**config.mk**
```make
export PLATFORM = sky130hd
export DESIGN_NAME = prng_mmio
export DESIGN_NICKNAME = d
export VERILOG_FILES = /design/src/rtl/prng_mmio_pkg.sv /design/src/rtl/prng_seed_mask.sv /design/src/rtl/prng_engine.sv /design/src/rtl/prng_mmio.sv
export SDC_FILE = /design/constraint.sdc
export NUM_CORES = 1
export LEC_CHECK = 0
export CORE_ASPECT_RATIO = 0.75
export CORE_MARGIN = 2
export CORE_UTILIZATION = 50
export DETAILED_ROUTE_END_ITERATION = 10
export PLACE_DENSITY = 0.71
export SKIP_CTS_REPAIR_TIMING = 1
export SYNTH_ARGS = -nofsm -noshare
export SYNTH_HDL_FRONTEND = slang
export SYNTH_SLANG_ARGS = --single-unit
export TNS_END_PERCENT = 10
```
**constraint.sdc**
```tcl
create_clock -name clk_i -period 2.7 [get_ports clk_i]
set_input_delay 0.54 -clock clk_i [delete_from_list [all_inputs] [get_ports clk_i]]
set_output_delay 0.54 -clock clk_i [all_outputs]
set_load 0.02 [all_outputs]
```
**src/rtl/prng_mmio_pkg.sv**
```systemverilog
package prng_mmio_pkg;
  parameter int unsigned ADDR_W = 9;

  localparam logic [ADDR_W-1:0] CTRL_OFF  = 9'h000;
  localparam logic [ADDR_W-1:0] STAT_OFF  = 9'h010;
  localparam logic [ADDR_W-1:0] SEED_BASE = 9'h140;
  localparam logic [ADDR_W-1:0] OUT_BASE  = 9'h160;

  localparam int unsigned CTRL_ENG_BIT = 3;
  localparam int unsigned CTRL_GO_BIT  = 4;

  localparam int unsigned ST_ERR  = 7;
  localparam int unsigned ST_DONE = 5;
  localparam int unsigned ST_MSG  = 4;
  localparam int unsigned ST_PART = 3;
  localparam int unsigned ST_BUSY = 2;
  localparam int unsigned ST_SEED = 1;
  localparam int unsigned ST_RDY  = 0;

  localparam int unsigned SH_A = 11;
  localparam int unsigned SH_B = 8;
  localparam int unsigned SH_C = 19;

  localparam logic [31:0] FILL_BASE = 32'h9E3779B9;
  localparam logic [31:0] FILL_STEP = 32'h7F4A7C15;
endpackage

```
**src/rtl/prng_seed_mask.sv**
```systemverilog
module prng_seed_mask #(
  parameter int unsigned NUM_WORDS = 5,
  localparam int unsigned IDX_W = $clog2(NUM_WORDS)
) (
  input  logic                 clk_i,
  input  logic                 rst_ni,
  input  logic                 we_i,
  input  logic [IDX_W-1:0]     idx_i,
  output logic [NUM_WORDS-1:0] mask_o,
  output logic                 ready_o
);
  logic [NUM_WORDS-1:0] mask_q;

  always_ff @(posedge clk_i or negedge rst_ni) begin
    if (!rst_ni) mask_q <= '0;
    else if (we_i) mask_q[idx_i] <= 1'b1;
  end

  assign mask_o  = mask_q;
  assign ready_o = &mask_q;

  a_r3_mask_sets: assert property (@(posedge clk_i) disable iff (!rst_ni)
    we_i |=> mask_o[$past(idx_i)]);
  a_r3_mask_sticky: assert property (@(posedge clk_i) disable iff (!rst_ni)
    1'b1 |=> (($past(mask_o) & ~mask_o) == '0));
endmodule

```
**src/rtl/prng_engine.sv**
```systemverilog
module prng_engine
  import prng_mmio_pkg::*;
#(
  parameter int unsigned DATA_W    = 32,
  parameter int unsigned NUM_WORDS = 5,
  localparam int unsigned IDX_W = $clog2(NUM_WORDS),
  localparam int unsigned CNT_W = $clog2(NUM_WORDS)
) (
  input  logic                               clk_i,
  input  logic                               rst_ni,
  input  logic                               start_i,
  input  logic                               seed_we_i,
  input  logic [IDX_W-1:0]                   seed_idx_i,
  input  logic [DATA_W-1:0]                  seed_data_i,
  output logic                               busy_o,
  output logic                               done_o,
  output logic [NUM_WORDS-1:0][DATA_W-1:0]   out_o
);
  localparam logic [CNT_W-1:0] LAST = CNT_W'(NUM_WORDS - 1);

  logic [NUM_WORDS-1:0][DATA_W-1:0] state_q, out_q, fill_w;
  logic                             busy_q;
  logic [CNT_W-1:0]                 cnt_q;
  logic [DATA_W-1:0]                mix_a, mix_b, new_word;

  always_comb begin
    for (int k = 0; k < NUM_WORDS; k++)
      fill_w[k] = DATA_W'(FILL_BASE) + DATA_W'(k) * DATA_W'(FILL_STEP);
  end

  always_comb begin
    mix_a    = state_q[0] ^ (state_q[0] << SH_A);
    mix_b    = mix_a ^ (mix_a >> SH_B);
    new_word = state_q[NUM_WORDS-1] ^ (state_q[NUM_WORDS-1] >> SH_C) ^ mix_b;
  end

  always_ff @(posedge clk_i or negedge rst_ni) begin
    if (!rst_ni) begin
      state_q <= '0;
      out_q   <= '0;
      busy_q  <= 1'b0;
      cnt_q   <= '0;
    end else if (busy_q) begin
      for (int i = 0; i < NUM_WORDS - 1; i++) state_q[i] <= state_q[i+1];
      state_q[NUM_WORDS-1] <= new_word;
      out_q[cnt_q]         <= new_word;
      cnt_q                <= cnt_q + 1'b1;
      if (cnt_q == LAST) busy_q <= 1'b0;
    end else if (start_i) begin
      busy_q <= 1'b1;
      cnt_q  <= '0;
      if (state_q == '0) state_q <= fill_w;
    end else if (seed_we_i) begin
      state_q[seed_idx_i] <= seed_data_i;
    end
  end

  assign busy_o = busy_q;
  assign done_o = busy_q && (cnt_q == LAST);
  assign out_o  = out_q;

  a_r6_cnt_bound: assert property (@(posedge clk_i) disable iff (!rst_ni)
    busy_o |-> (cnt_q <= LAST));
  a_r6_start_arms: assert property (@(posedge clk_i) disable iff (!rst_ni)
    (start_i && !busy_o) |=> (busy_o && cnt_q == '0));
  a_r6_done_ends: assert property (@(posedge clk_i) disable iff (!rst_ni)
    done_o |=> !busy_o);
  a_r8_out_quiet: assert property (@(posedge clk_i) disable iff (!rst_ni)
    !busy_o |=> $stable(out_o));
  a_r9_state_nonzero: assert property (@(posedge clk_i) disable iff (!rst_ni)
    busy_o |-> (state_q != '0));
endmodule

```
**src/rtl/prng_mmio.sv**
```systemverilog
module prng_mmio
  import prng_mmio_pkg::*;
#(
  parameter int unsigned DATA_W    = 32,
  parameter int unsigned NUM_WORDS = 5
) (
  input  logic              clk_i,
  input  logic              rst_ni,
  input  logic [ADDR_W-1:0] addr_i,
  input  logic              wr_en_i,
  input  logic [DATA_W-1:0] wr_data_i,
  input  logic              rd_en_i,
  output logic [DATA_W-1:0] rd_data_o
);
  localparam int unsigned IDX_W = $clog2(NUM_WORDS);
  localparam logic [ADDR_W-1:0] SPAN = ADDR_W'(4 * NUM_WORDS);

  logic              aligned, is_ctrl, is_stat, seed_hit, out_hit;
  logic [ADDR_W-1:0] seed_off, out_off;
  logic [IDX_W-1:0]  seed_idx, out_idx;
  logic              wr_ctrl, wr_stat, wr_seed, start;
  logic [DATA_W-1:0] ctrl_q, status_w, rd_val;
  logic [2:0]        flags_q;
  logic              seed_ready, eng_busy, eng_done;
  logic [NUM_WORDS-1:0]              seed_mask;
  logic [NUM_WORDS-1:0][DATA_W-1:0]  out_words;

  assign aligned  = (addr_i[1:0] == 2'b00);
  assign is_ctrl  = (addr_i == CTRL_OFF);
  assign is_stat  = (addr_i == STAT_OFF);
  assign seed_off = addr_i - SEED_BASE;
  assign out_off  = addr_i - OUT_BASE;
  assign seed_hit = aligned && (addr_i >= SEED_BASE) && (seed_off < SPAN);
  assign out_hit  = aligned && (addr_i >= OUT_BASE) && (out_off < SPAN);
  assign seed_idx = seed_off[IDX_W+1:2];
  assign out_idx  = out_off[IDX_W+1:2];

  assign wr_ctrl = wr_en_i && is_ctrl;
  assign wr_stat = wr_en_i && is_stat;
  assign wr_seed = wr_en_i && seed_hit;
  assign start   = wr_ctrl && seed_ready && wr_data_i[CTRL_ENG_BIT] && wr_data_i[CTRL_GO_BIT];

  prng_seed_mask #(.NUM_WORDS(NUM_WORDS)) u_seed_mask (
    .clk_i   (clk_i),
    .rst_ni  (rst_ni),
    .we_i    (wr_seed),
    .idx_i   (seed_idx),
    .mask_o  (seed_mask),
    .ready_o (seed_ready)
  );

  prng_engine #(.DATA_W(DATA_W), .NUM_WORDS(NUM_WORDS)) u_engine (
    .clk_i       (clk_i),
    .rst_ni      (rst_ni),
    .start_i     (start),
    .seed_we_i   (wr_seed),
    .seed_idx_i  (seed_idx),
    .seed_data_i (wr_data_i),
    .busy_o      (eng_busy),
    .done_o      (eng_done),
    .out_o       (out_words)
  );

  always_ff @(posedge clk_i or negedge rst_ni) begin
    if (!rst_ni) ctrl_q <= '0;
    else if (wr_ctrl) begin
      ctrl_q              <= wr_data_i;
      ctrl_q[CTRL_GO_BIT] <= 1'b0;  // start request never persists
    end
  end

  // flags_q = {done, msg, partial}; run completion wins over a status write
  always_ff @(posedge clk_i or negedge rst_ni) begin
    if (!rst_ni) flags_q <= '0;
    else begin
      if (wr_stat) flags_q <= wr_data_i[ST_DONE:ST_PART];
      if (eng_done) flags_q[2] <= 1'b1;
    end
  end

  always_comb begin
    status_w          = '0;
    status_w[ST_ERR]  = 1'b0;
    status_w[ST_DONE] = flags_q[2];
    status_w[ST_MSG]  = flags_q[1];
    status_w[ST_PART] = flags_q[0];
    status_w[ST_BUSY] = eng_busy;
    status_w[ST_SEED] = seed_ready;
    status_w[ST_RDY]  = 1'b1;
  end

  always_comb begin
    rd_val = '0;
    if (is_ctrl)      rd_val = ctrl_q;
    else if (is_stat) rd_val = status_w;
    else if (out_hit) rd_val = out_words[out_idx];
  end

  always_ff @(posedge clk_i or negedge rst_ni) begin
    if (!rst_ni) rd_data_o <= '0;
    else         rd_data_o <= rd_en_i ? rd_val : '0;
  end

  a_r5_go_cleared: assert property (@(posedge clk_i) disable iff (!rst_ni)
    wr_ctrl |=> !ctrl_q[CTRL_GO_BIT]);
  a_r2_unmapped_zero: assert property (@(posedge clk_i) disable iff (!rst_ni)
    (rd_en_i && !is_ctrl && !is_stat && !out_hit) |=> (rd_data_o == '0));
  a_r2_idle_zero: assert property (@(posedge clk_i) disable iff (!rst_ni)
    !rd_en_i |=> (rd_data_o == '0));
  a_r4_no_start_unready: assert property (@(posedge clk_i) disable iff (!rst_ni)
    (wr_ctrl && !seed_ready && !eng_busy) |=> !eng_busy);
  a_r7_done_sticky: assert property (@(posedge clk_i) disable iff (!rst_ni)
    (flags_q[2] && !wr_stat) |=> flags_q[2]);
  a_r7_done_on_finish: assert property (@(posedge clk_i) disable iff (!rst_ni)
    eng_done |=> flags_q[2]);
endmodule

```
# After elaboration in Yosys (flattened, before gate mapping)
# Cells that the tools add are included.
[totals]
mem_count = 0
in_bits = 45
romBits = 0
register_bits = 395
out_inout_bits = 32
elab_cells = 83
latch_bits = 0
ramBits = 0
[classes]
n_bitwise = 5
multipliers = 0
reduce_logical = 21
add_sub_neg = 3
mux = 25
shift = 0
n_div = 0
eq_ne = 3
order_cmp = 9
[ops]
columns = ["op", "n"]
rows = [
  ["$mux W160", 4],
  ["$bwmux W160", 2],
  ["$mux W32", 7],
  ["$demux W32 S3", 2],
  ["$logic_not A160 Y1", 1],
  ["$bmux W32 S3", 1],
  ["$xor A32 B32 Y32", 2],
  ["$xor A32 B13 Y32", 1],
  ["$xor A32 B24 Y32", 1],
  ["$ge A9 B9 Y1 const B", 2],
  ["$lt A9 B5 Y1 const B", 2],
  ["$sub A9 B9 Y9 const B", 2],
  ["$logic_and A1 B1 Y1", 13],
  ["$lt A3 B4 Y1 const B", 3],
  ["$eq A9 B5 Y1 const B", 1],
  ["$logic_not A9 Y1", 1],
  ["$mux W3", 3],
  ["$ge A3 B1 Y1 const B", 2],
  ["$mux W1", 5],
  ["$or A5 B5 Y5", 1],
  ["$reduce_and A5 Y1", 1],
  ["$reduce_bool A2 Y1", 2],
  ["$add A3 B1 Y3 const B", 1],
  ["$demux W1 S3", 1],
  ["other kinds (5)", 5],
]

# Longest topological paths before layout
[logic_depth]
depth_word = 9
ltp_mapped = 10
mapped_depth_nobuf = 7

# By module
# From an unflattened synthesis, not the netlist that was laid out.
[unflattened]
cells_unflattened = 1669
area_unflattened_um2 = 18684.2
[modules_own_cells]
columns = ["mod", "cells_each", "n_inst", "seq_area_each_um2", "area_per_inst_um2"]
rows = [
  ["prng_engine", 1349, 1, 8107.8, 14609.0],
  ["prng_mmio", 303, 1, 1651.6, 3857.4],
  ["prng_seed_mask", 17, 1, 125.1, 217.7],
]

# Least setup slack after synthesis
# OpenSTA, ideal clock, no wires.
[synth_timing]
path_type = "input to register"
from = "input addr_i[4]"
to = "register u_engine.state_q[129] in the netlist's numbering"
slack_ns = 0.328
stages = 8
t_required_ns = 2.575
arrival_ns = 2.247
setup_ns = 0.125
path_buffers = 2
cell_sequence = "buf_2 > nor3_4 > nand2_4 > nor4_4 > a41oi_4 > nand2_4 > buf_12 > mux2_4"
[synth_via]
elab_chain_len = 9
word_cells_on_any_way = 23
classes_between = "1 x add/sub; 4 x order compare; 1 x eq/ne; 6 x mux; 11 x reduce/logical"
[synth_lines]
columns = ["element", "line_no", "source"]
rows = [
  ["start, declared", "prng_mmio.sv:9", "input logic [ADDR_W-1:0] addr_i,"],
  ["$sub A9 B9 Y9", "prng_mmio.sv:31", "assign seed_off = addr_i - SEED_BASE;"],
  ["$lt A3 B4 Y1 (not written as such) / $ge A3 B1 Y1 (equally long branches)", "prng_engine.sv:54", "state_q[seed_idx_i] <= seed_data_i;"],
  ["$logic_and A1 B1 Y1 (not written as such)", "prng_engine.sv:54", ""],
  ["$mux W32 (not written as such)", "prng_engine.sv:54", ""],
  ["$demux W32 S3", "n/a", ""],
  ["$bwmux W160", "prng_engine.sv:54", ""],
  ["$mux W160", "prng_engine.sv:53", "end else if (seed_we_i) begin"],
  ["$mux W160", "prng_engine.sv:49", "end else if (start_i) begin"],
  ["$mux W160", "prng_engine.sv:43", "end else if (busy_q) begin"],
  ["end signal, assigned by index", "prng_engine.sv:45", "state_q[NUM_WORDS-1] <= new_word;"],
  ["end signal, assigned", "prng_engine.sv:52", "if (state_q == '0) state_q <= fill_w;"],
  ["end signal, assigned by index", "prng_engine.sv:54", ""],
  ["end, declared", "prng_engine.sv:21", "logic [NUM_WORDS-1:0][DATA_W-1:0] state_q, out_q, fill_w;"],
]
# Parallel ways exist; a longest one is shown, timed or not. The select of a mux whose other input is x is not followed.
# A chain may end at the register's enable or synchronous reset.

# Worst setup path after layout
[layout_timing]
from = "register u_engine.state_q[136] in the netlist's numbering"
to = "register u_engine.state_q[44] in the netlist's numbering"
[layout_via]
elab_chain_len = 3
[layout_lines]
columns = ["element", "line_no"]
rows = [
  ["$logic_not A160 Y1", "prng_engine.sv:52"],
  ["$ne A3 B1 Y1 (no line)", "n/a"],
  ["$reduce_and A2 Y1 (no line)", "n/a"],
]
# Every way passes these cells.

==> results.md <==
- Status: complete, but fails checks
- Failing checks: negative setup slack
- Reg clk slew, reported paths: ~0.07 ns
- FF-to-FF path depth: 8
- Row count: between 60 and 70
- Max-Cap Viols: 0
- Slowest cell delay on critical path: about 0.45 ns
- Initial core utilization: 50.7%
- HP Class: flip-flop to flip-flop
- Share of layout cells above drive strength 1: 24.1%
- Sequential share of the synthesized area: between 40% and 50%
- Post-synth top area share: 49.4%
- Crit path cell chain: nor4_4 -> nand4_1 -> buf_4 -> nor4_4 -> a41oi_4 -> nand2_4 -> buf_4 -> mux2_4
- TritonCTS clock tree: done
- Die W: 235 um
- Longest Clk Path Bufs: 3
- Max Slew Vio Count: 0
- Port-buffer cells: 76
- Crit-path leading delay family: simple AND/OR/NAND/NOR gates
- Remaining global-route overflow: 0
- Worst Hold Path EP: u_seed_mask.mask_o[0]$_DFFE_PN0P_
- Hpwl dp: between 40,000 and 50,000 um
- Syn avg cell area: between 10 and 15 sq um
- Number of synthesized register bits: roughly 400
- CTS root buffer: clkbuf_16
- Nets: ~2,100
- Setup Total Neg Slack: -9.83 ns
- First-pass iteration count of the detailed router: 5
- CP max stage cell: nor4_4
- Routed vias: ~16,000
- Crit path max fanout: 6
- RR Startpoint: u_engine.state_q[136]$_DFFE_PN0P_
- RSZ-0062 raised after global routing: yes
- Peak VDD IR: 0.000440 V
- Routability cong.: approximately 0.99
- Die Ht: ~180 um
- Reg-to-reg slack, setup: -0.12 ns
- CTS sink count: between 300 and 400
- Critical hold path startpoint: u_seed_mask.mask_o[0]$_DFFE_PN0P_
- H-tree Lvls: 2
- Initial antenna violation count: 0
- Arr. time, crit path: about 3.3 ns
- Slew headroom: around 52%
- Placement Cell Area: ~22,000 sq um
- Hold Fails Final Rpt: 0
- Async S/R FF share, synth: 100%
- DRC viols: 0
- Worst hold slack: roughly 0.47 ns
- CP Class: flip-flop to flip-flop
- Worst setup SP type: flip-flop
- Post-Route WL: approximately 63,000 um
- CP Capture Type: flip-flop
- Hold depth: 1
- Full die area: 41,700 sq um
- Post-synth EDFFs: 0
- Vias in the first global route: between 15,000 and 20,000
- WP buf/inv: 2
- Area growth from synthesis to layout: 19.7%
- Worst-case clock skew: 0.0151 ns
- Synthesized area: 20,000 sq um
- Pwr Density: around 530 nW/um^2
- CTS Buf Count: 41
- Largest net degree at the start of global routing: 76
- Worst-skew pair later-pin latency: approximately 0.57 ns
- Syn Inst Count: roughly 1,900
- Design Power: 12.7 mW
- Final setup violation count: 158
- PnR worst setup slack: -0.118 ns
- Final Cycle Share: 104%
- Wire per inst: 24.2 um
- YS warnings: 0
- Top cells by count, synth: dfrtp_1, nand2_1, o21ai_0
- Leak Pwr: approximately 11 nW
- Synth area leaders: dfrtp_1, mux2_4, o21ai_0
- Synth unique cells: 52
- Via/cell ratio: just over 6
- IO Count: 77
- Top-count cell post-synth: dfrtp_1
- Area of the core: between 30,000 and 40,000 sq um
- Area leader, netlist: dfrtp_1
- Min Clock Period, post-route: 2.82 ns
- Critical Path RT: around 3.2 ns
- F_max: between 300 and 400 MHz
- Top FF cell, synth: dfrtp_1
- Worst-Margin Slew: ~0.72 ns
- Final Cell Area: approximately 24,000 sq um
- Global router's overall resource usage: 30.4%
- Initial DRC Count: between 1,500 and 2,000
- Worst flop-to-flop path endpoint: u_engine.state_q[44]$_DFFE_PN0P_
- Total nets after synthesis: around 1,900
- ANT nets after route: 0
- First-pass GRT wire length: between 90,000 and 100,000 um
## final cells by class
type	instances	area, sq um
Clock buffer	57	1200
Multi-Input combinational cell	1336	9360
Inverter	7	26.3
Fill cell	3203	15500
Sequential cell	395	9890
Tap cell	520	651
Clock inverter	18	221
Timing Repair Buffer	282	2600
Antenna cell	1	2.50
## cell usage in the layout (no fill, tap or decap), types with 36 or more instances in the layout
master,n
nor2b_1,37
clkbuf_16,42
buf_4,178
nand2_1,312
clkdlybuf4s50_1,72
mux2_2,40
nor4_1,36
o22ai_1,36
xnor2_1,75
o21ai_0,292
dfrtp_1,394
mux2_4,158
a21oi_1,110
## cells by family after synthesis
kind of cell    after synthesis  synth area share (%)
compound gates              565                  16.4
xor+xnor                     95                  4.16
fa+ha+maj                     5                 0.313
buf+inv                     151                  4.40
flops                       395                  49.4
mux                         212                  14.7
simple gates                459                  10.7
## registers in the layout (all words and copies together) (netlist names)
register and flops:
u_engine.out_o 160, u_engine.state_q 160, u_engine.cnt_q 3, rd_data_o 32, u_engine.busy_o 1, ctrl_q 31, u_seed_mask.mask_o 5, flags_q 3
## power by group
part	internal, mW	switching (mW)
logic	0.258	0.478
clock network	3.44	2.54
registers	5.94	0.0171
## how the worst max path moves through the flow
stage	startpoint	endpoint	slack (ns)	cells after the start
after floorplan	addr_i[4]	u_engine.state_q[129]$_DFFE_PN0P_	0.33	8
after global placement	u_engine.state_q[137]$_DFFE_PN0P_	u_engine.state_q[159]$_DFFE_PN0P_	-0.31	8
after detailed placement	u_engine.state_q[137]$_DFFE_PN0P_	u_engine.state_q[127]$_DFFE_PN0P_	-0.37	8
after CTS	u_engine.state_q[137]$_DFFE_PN0P_	u_engine.state_q[127]$_DFFE_PN0P_	-0.38	8
after global routing	u_engine.state_q[43]$_DFFE_PN0P_	u_engine.state_q[44]$_DFFE_PN0P_	-0.12	9
final	u_engine.state_q[136]$_DFFE_PN0P_	u_engine.state_q[44]$_DFFE_PN0P_	-0.12	8
## worst reg2reg max path: stages (launching register included)
cell and delay, ns:
dfrtp_1 0.42, nor4_4 0.45, nand4_1 0.31, buf_4 0.24, nor4_4 0.23, a41oi_4 0.29
nand2_4 0.24, buf_4 0.21, mux2_4 0.31
## through the flow
step           std cells  util (%)  worst slack (ns)
2_1_floorplan       1882         -             0.328
3_3_place_gp        2538      56.7            -0.309
3_5_place_dp        2538      56.7            -0.366
4_1_cts             2613      60.3            -0.382
5_1_grt             2615      60.6            -0.124
6_report            2616      60.6            -0.118
## metal layers
| layer | wire [um] | share of wire [%] | up-vias | GRT usage [%] |
|---|---|---|---|---|
| met5 | 0 | 0 | - | 0 |
| met4 | 1920 | 3.0 | 0 | 9.68 |
| met3 | 6310 | 10 | 101 | 8.05 |
| met2 | 27000 | 43 | 779 | 44.1 |
| met1 | 28100 | 44 | 8037 | 44.5 |
| li1 | - | - | 7050 | - |
Power figures use the tool's default switching activity.
